$ cat src/rtl/setway_maint.sv
module setway_maint #(
  parameter int SIZE_W = 3,
  localparam int SET_W = (1 << SIZE_W) + 1
) (
  input  logic              clk,
  input  logic              rst_n,
  input  logic [SIZE_W-1:0] cfg_size,
  input  logic              op_start,
  input  logic [1:0]        op_kind,
  input  logic              op_whole,
  input  logic [31:0]       op_word,
  input  logic              irq,
  input  logic              wr_hit,
  output logic              busy,
  output logic              done,
  output logic              line_intr,
  output logic              line_req,
  output logic [1:0]        line_kind,
  output logic [1:0]        line_way,
  output logic [SET_W-1:0]  line_set,
  output logic              line_tcm,
  input  logic              line_ack,
  output logic [31:0]       dirty_word
);

  logic             walk, abort_pend, taint, dirty;
  logic [SET_W-1:0] mask_in, mask_q, dec_set;
  logic             last_line, stop_now;
  logic             unused_ok;

  assign mask_in   = SET_W'((33'd1 << (32'(cfg_size) + 2)) - 33'd1);
  assign dec_set   = SET_W'(op_word >> 5) & mask_in;
  assign last_line = (line_way == 2'd3) && (line_set == mask_q);
  assign stop_now  = !walk || last_line || abort_pend || irq;
  assign busy      = line_req;
  assign dirty_word = {31'd0, dirty};
  assign unused_ok = &{1'b0, op_word[4:1]};

  always_ff @(posedge clk) begin
    if (!rst_n) begin
      line_req   <= 1'b0;
      line_kind  <= 2'd0;
      line_way   <= 2'd0;
      line_set   <= '0;
      line_tcm   <= 1'b0;
      walk       <= 1'b0;
      abort_pend <= 1'b0;
      taint      <= 1'b0;
      mask_q     <= '0;
      done       <= 1'b0;
      line_intr  <= 1'b0;
      dirty      <= 1'b0;
    end else begin
      done <= 1'b0;
      if (wr_hit) dirty <= 1'b1;
      if (!line_req) begin
        if (op_start && op_kind != 2'd0) begin
          line_req   <= 1'b1;
          line_kind  <= op_kind;
          walk       <= op_whole;
          taint      <= wr_hit;
          abort_pend <= 1'b0;
          mask_q     <= mask_in;
          if (op_whole) begin
            line_way <= 2'd0;
            line_set <= '0;
            line_tcm <= 1'b0;
          end else begin
            line_way <= op_word[31:30];
            line_set <= dec_set;
            line_tcm <= op_word[0];
          end
        end
      end else begin
        if (walk && irq) abort_pend <= 1'b1;
        if (wr_hit) taint <= 1'b1;
        if (line_ack) begin
          if (stop_now) begin
            line_req  <= 1'b0;
            done      <= 1'b1;
            line_intr <= walk && !last_line && (abort_pend || irq);
            if (walk && last_line && !taint && !wr_hit) dirty <= 1'b0;
          end else if (line_set == mask_q) begin
            line_set <= '0;
            line_way <= line_way + 2'd1;
          end else begin
            line_set <= line_set + 1'b1;
          end
        end
      end
    end
  end

  a_r4_hold_until_ack: assert property (@(posedge clk) disable iff (!rst_n)
    line_req && !line_ack |=> line_req && $stable(line_way) && $stable(line_set)
                              && $stable(line_kind) && $stable(line_tcm));

  a_r3_walk_no_tcm: assert property (@(posedge clk) disable iff (!rst_n)
    line_req && walk |-> !line_tcm);

  a_r2_set_in_range: assert property (@(posedge clk) disable iff (!rst_n)
    line_req |-> (line_set & ~mask_q) == '0);

  a_r8_dirty_rise: assert property (@(posedge clk) disable iff (!rst_n)
    $rose(dirty_word[0]) |-> $past(wr_hit));

  a_r8_upper_zero: assert property (@(posedge clk) disable iff (!rst_n)
    dirty_word[31:1] == 31'd0);

  a_r9_dirty_clear: assert property (@(posedge clk) disable iff (!rst_n)
    $fell(dirty_word[0]) |-> done && !line_intr);

  a_r2_done_idle: assert property (@(posedge clk) disable iff (!rst_n)
    done |-> !line_req);

endmodule

$ cat config.mk
export PLATFORM = sky130hd
export DESIGN_NAME = setway_maint
export DESIGN_NICKNAME = d
export VERILOG_FILES = /design/src/rtl/setway_maint.sv
export SDC_FILE = /design/constraint.sdc
export NUM_CORES = 1
export LEC_CHECK = 0
export BUFFER_PORTS_ARGS = -buffer_cell sky130_fd_sc_hd__buf_2
export CORE_ASPECT_RATIO = 0.8
export CORE_MARGIN = 3
export CORE_UTILIZATION = 30
export DETAILED_ROUTE_END_ITERATION = 10
export GPL_ROUTABILITY_DRIVEN = 0
export GPL_TIMING_DRIVEN = 0
export HOLD_SLACK_MARGIN = 0.1
export PLACE_DENSITY_LB_ADDON = 0.1
export SLEW_MARGIN = 20
export SYNTH_ARGS = -nofsm -noshare
export SYNTH_HDL_FRONTEND = slang
export SYNTH_SLANG_ARGS = --single-unit
$ cat constraint.sdc
create_clock -name clk -period 3.6 [get_ports clk]
set_input_delay 0.36 -clock clk [delete_from_list [all_inputs] [get_ports clk]]
set_output_delay 0.36 -clock clk [all_outputs]
set_load 0.1 [all_outputs]
# After elaboration in Yosys (flattened, before gate mapping)
# Cells that the tools add are included.
# Widths: inputs -> output; s select.
dict set report word_totals {
  regBits 30
  latch_bits 0
  ram_bits 0
  romBits 0
  in_bits 44
  out_inout_bits 50
  elab_cells 80
  memories 0
}
dict set report op_classes {
  addsub 4
  n_mul 0
  div 0
  magnitude_cmp 0
  n_eq_ne 7
  shift 1
  muxes 29
  bitwise_logic 2
  n_reduce_logical 25
}
# operator n
set op_table {}
lappend op_table {{$mux 9} 6}
lappend op_table {{$mux 1} 17}
lappend op_table {{$mux 2} 6}
lappend op_table {{$add 9x1->9 const B} 1}
lappend op_table {{$and 9x9->9} 1}
lappend op_table {{$eq 9x9->1} 1}
lappend op_table {{$reduce_and 3->1} 3}
lappend op_table {{$shl 1x4->9 const A} 1}
lappend op_table {{$sub 9x1->9 const B} 1}
lappend op_table {{$logic_and 1x1->1} 8}
lappend op_table {{$ne 2x1->1 const B} 3}
lappend op_table {{$reduce_and 2->1} 3}
lappend op_table {{$add 3x2->4 const B} 1}
lappend op_table {{$logic_not 1->1} 4}
lappend op_table {{$logic_or 1x1->1} 4}
lappend op_table {{$ne 2x2->1 const B} 2}
lappend op_table {{$reduce_and 4->1} 1}
lappend op_table {{$reduce_bool 2->1} 2}
lappend op_table {{$add 2x1->2 const B} 1}
lappend op_table {{$eq 2x2->1 const B} 1}
lappend op_table {{$not 1->1} 1}

# Logic depth before layout (Yosys ltp)
dict set report depth {
  depth_word 9
  mapped_depth 10
  ltp_nobuf 10
}

# Least setup slack after synthesis
# OpenSTA, ideal clock, no wires.
dict set report synth_timing {
  path_kind {register to register}
  start {register line_set[5]}
  end {register line_way[1]}
  setup_ps 133
  t_arrival_ps 2385
  required_ps 3467
  setup_slack_ps 1082
  path_stages_with_launch 8
  path_buffers 1
  synth_period_minus_slack_ps 2518
  cell_sequence {dfxtp_1 xor2_1 nor4_4 nand4_4 a31o_4 buf_6 a21oi_2 a311oi_2}
}
dict set report synth_between {
  elab_chain_len 7
  word_cells_on_any_way 8
  cone_classes {eq/ne (3); reduce/logical (5)}
}
# element line_no
set synth_lines {}
lappend synth_lines {{start, declared} 20} ;# output logic [SET_W-1:0] line_set,
lappend synth_lines {{start signal, assigned} 70} ;# line_set <= dec_set;
lappend synth_lines {{start signal, assigned} 87} ;# line_set <= line_set + 1'b1;
lappend synth_lines {{$eq 9x9->1 (*)} {33, 83}}
lappend synth_lines {{$logic_and 1x1->1} 33} ;# assign last_line = (line_way == 2'd3) && (line_set == mask_q);
lappend synth_lines {{$logic_or 1x1->1 (3 in series)} 34} ;# assign stop_now = !walk || last_line || abort_pend || irq;
lappend synth_lines {{$ne 2x2->1 (no line)} --}
lappend synth_lines {{$reduce_and 4->1 (no line) (*)} --}
lappend synth_lines {{end signal, assigned} 69} ;# line_way <= op_word[31:30];
lappend synth_lines {{end signal, assigned} 85} ;# line_way <= line_way + 2'd1;
lappend synth_lines {{end, declared} 19} ;# output logic [1:0] line_way,
# Mark *: on every way between the ends. The rest lies on a longest branch, timed or not.
# A chain may end at the register's enable or synchronous reset.

# Worst setup path in the final report
dict set report layout_timing {
  start {input cfg_size[1]}
  end {register line_set[6]}
}
dict set report layout_between {
  elab_chain_len 7
}
# element line_no
set layout_lines {}
lappend layout_lines {{start, declared} 7} ;# input logic [SIZE_W-1:0] cfg_size,
lappend layout_lines {{$add 3x2->4} 31} ;# assign mask_in = SET_W'((33'd1 << (32'(cfg_size) + 2)) - 33'd1);
lappend layout_lines {{$shl 1x4->9} 31}
lappend layout_lines {{$sub 9x1->9} 31}
lappend layout_lines {{$and 9x9->9} 32} ;# assign dec_set = SET_W'(op_word >> 5) & mask_in;
lappend layout_lines {{$mux 9} 64} ;# if (op_whole) begin
lappend layout_lines {{$mux 9} 57} ;# if (op_start && op_kind != 2'd0) begin
lappend layout_lines {{$mux 9} 56} ;# if (!line_req) begin
# No other way between the ends. The select of a mux whose other input is x is not followed.

==> summary by stage <==
Run status
The run finished with clean final reports.

GRT
Entering global routing, the biggest net connects 11 pins. The aggregate global routing overflow is 0. The overall track demand over capacity in global routing is 13.92%. The number of global-route vias before repair is 1610.

The initial antenna violation count is 0. The first global-routing pass estimated 8473 um of wire.

Timing
The slack of the critical path is 1.411 ns. The worst path needs 2.189 ns of the cycle, external delays included. Setup repair after global routing left no endpoint under its margin. Setup violations remaining at the end of the flow were counted as 0. The remaining max-slew budget at the tightest pin is 59.26%. For this run, the top clock speed supported by timing is 456.8 MHz.

The maximum clock skew at final layout is 0.008933 ns. For the final routed database, the setup TNS stands at 0 ns. At the pin with the least slew margin, the transition time is 0.6112 ns.

The number of pins exceeding their max-slew limit in the final report came to 0. The hold violation count in the final report was 0. Of the available clock period, the critical path in the final layout requires 60.81%.

Die
The area of the die is 7610 um^2. In this run the core area contains 25 standard-cell rows. The die is 78.63 um tall. In this run the count of I/O pins placed on the die edge is 94. The area of the core is 6131 um^2. The die is 96.79 um wide. The starting density of the core is 32.27%.

Clock network
The number of post-CTS setup repair buffers is 0. The maximum root-to-sink buffer count is 2. The total of hold buffers inserted after clock tree synthesis is 0. The number of H-tree levels is 2. Clock-pin slew was measured on the worst setup and hold paths at 0.06 ns. The number of buffers added by the clock tree synthesis step is 5. TritonCTS built the clock tree.

The number of instances resized during post-cts repair is 0. The clock network latency to the later pin of the worst-skew pair is 0.28 ns. The clock drives 30 sinks. Clock tree synthesis selected as its root buffer the cell clkbuf_8.

Power and ir drop
For this design the ratio of total power to cell area is 458.2 nW/um^2. The sum of internal, switching and leakage power is 0.001150 W. Summed over all cells, the static leakage comes to 1.210 nW. Across the VDD grid, the largest voltage drop is 0.0001837 V.

Drt
The final antenna-violating net count is 0. The total iterations of the first detailed-routing run is 4. For this block, the initial DRC count from the detailed router was 56.

The vias after detailed routing is 1805. In the routed layout, each cell is associated on average with a via count of 4.524. Dividing the detail-routed wire length by the instance count gives 13.16 um. The number of remaining DRC errors is 0. For this block, the routed nets add up to 5249 um of wire.

Critical path
The maximum fanout encountered on the critical timing path is 10. The required arrival time at the worst endpoint is 3.77 ns. The kind of end point of the critical path is a flop.

The data arrival at the endpoint of the critical path is 2.36 ns. The category of the worst setup path launch point is a primary input. The internal reg-to-reg setup slack is 1.58 ns. The critical path is of the in -> reg type.

Placed design
In this run, placement finished with an instance count of 392. At the placement stage, the worst setup path has a slack of 1.110 ns. The HPWL after detailed placement is 4075 um.

The number of buffers inserted by port buffering is 41. The placed instances occupy a cell area of 2397 um^2.

Logic synthesis
The fraction of registers with async set or reset after synthesis is 0%. The synthesized design contains 0 enable-type register cells. Counting every instance in the synthesized netlist gives 240. After synthesis the cells add up to 1978 um^2.

The most used flip-flop cell after synthesis is dfxtp_1. The total of warnings raised by yosys is 0. Sequential cells were found to cover 30.36% of the synthesized design area. Synthesis inferred 30 register bits. The count of unique library cells instantiated by Yosys is 45.

In this run the mean area of a mapped cell was 8.242 um^2.

Final layout
Once layout is done, the placed cells without fillers occupy 2510 um^2. Relative to the synthesized area, the layout overhead comes to 26.88%. In the final layout, the share of cells above drive strength 1 is 29.25%.

The final cell count without fillers is 399. For this run, the post-layout net count is 371. The total inserted antenna cells is 0.

Flow run
The count of max-cap constraint violations is 0.

Min path
The path type of the worst min-delay path is in -> reg.
[layout make-up]
| cell class | count | area, um^2 |
|---|---|---|
| well taps | 81 | 101.3 |
| clock inverters | 1 | 30.03 |
| clock buffers | 6 | 82.58 |
| fillers | 667 | 3621 |
| inverters | 8 | 30.03 |
| repair buffers | 41 | 205.2 |
| multi-input cells | 189 | 1162 |
| plain buffers | 43 | 297.8 |
| flip-flops and latches | 30 | 600.6 |
[power breakdown]
part | internal (W) | leakage (nW) | total (W) | switching [W]
Sequential | 0.000353 | 0.246 | 0.000371 | 0.0000182
Combinational | 0.0000975 | 0.907 | 0.000431 | 0.000334
Clock | 0.000221 | 0.0573 | 0.000348 | 0.000127
[stage by stage]
step | util [%] | hold slack (ns)
2_1_floorplan | - | 0.4429
3_3_place_gp | 39.10 | 0.4429
3_5_place_dp | 39.10 | 0.4487
4_1_cts | 40.94 | 0.2900
5_1_grt | 40.94 | 0.3017
6_report | 40.94 | 0.2937
[cells by family (layout without fill, tap and decap cells)]
group	count (synthesis)	in the layout	synth area share (%)
adders and majority gates	9	9	5.693
DFF	30	30	30.36
buffers and inverters	51	99	16.57
and+or+nand+nor	80	80	21.13
other	1	31	0.1896
xor gates and xnor gates	14	14	6.198
AOI/OAI and AO/OA	55	55	19.86
[layer usage]
metal | vias up | GRT usage [%] | share of wire [%]
li1 | 929 | - | -
met1 | 809 | 20.34 | 49
met2 | 60 | 20.18 | 43
met3 | 7 | 3.108 | 6.2
met4 | 0 | 4.208 | 1.3
met5 | - | 0 | 0
[cells in the mapped netlist, types with 2 or more instances]
master	instances	area, um^2
o31ai_1	3	22.52
ha_1	9	112.6
a32o_1	4	40.04
buf_4	34	255.2
a21oi_1	15	75.07
o21ai_0	9	45.04
nor3_1	6	30.03
xnor2_1	4	35.03
inv_1	8	30.03
and3_1	4	25.02
nand3b_1	4	30.03
dfxtp_1	30	600.6
o21ai_1	4	20.02
xor2_1	10	87.58
nand2b_1	2	12.51
nand3_1	11	55.05
nor2_1	23	86.33
a31oi_1	3	18.77
nor4b_1	2	17.52
a211oi_1	5	37.54
clkbuf_1	6	22.52
nand2_1	21	78.83
[cells in the final DEF, fill, tap and decap left out, types with 2 or more instances in the layout]
master and n:
xor2_1 10, nand2b_1 2, a21oi_1 15, o31ai_1 3, nor3_1 6, conb_1 31, clkbuf_8 6, inv_1 8
dfxtp_1 30, buf_2 42, nand3b_1 4, xnor2_1 4, clkbuf_1 6, o21ai_0 9, a31oi_1 3, nand2_1 21
a32o_1 4, and3_1 4, buf_4 34, nor2_1 23, nor4b_1 2, ha_1 9, nand3_1 11, a211oi_1 5
o21ai_1 4
[sequential cells by signal, summed over array words and instances, names as in the netlist, 2 cells and up]
signal	cells
line_set	9
mask_q	9
line_kind	2
line_way	2
[path summary, 6_finish.rpt]
path | startpoint | to | depth (start not counted)
max | cfg_size[1] | line_set[6] | 11
min | line_ack | line_intr | 2
max reg2reg | line_set[5] | line_set[5] | 6
min reg2reg | line_kind[0] | line_kind[0] | 2
[critical path, cell delays in order]
cell	delay (ns)
buf_2	0.18
inv_1	0.12
ha_1	0.38
nor2_1	0.16
nand3b_1	0.15
ha_1	0.24
o21ai_0	0.23
xnor2_1	0.14
nand3_1	0.11
o31ai_1	0.08
a32o_1	0.20
Power figures use the tool's default switching activity.
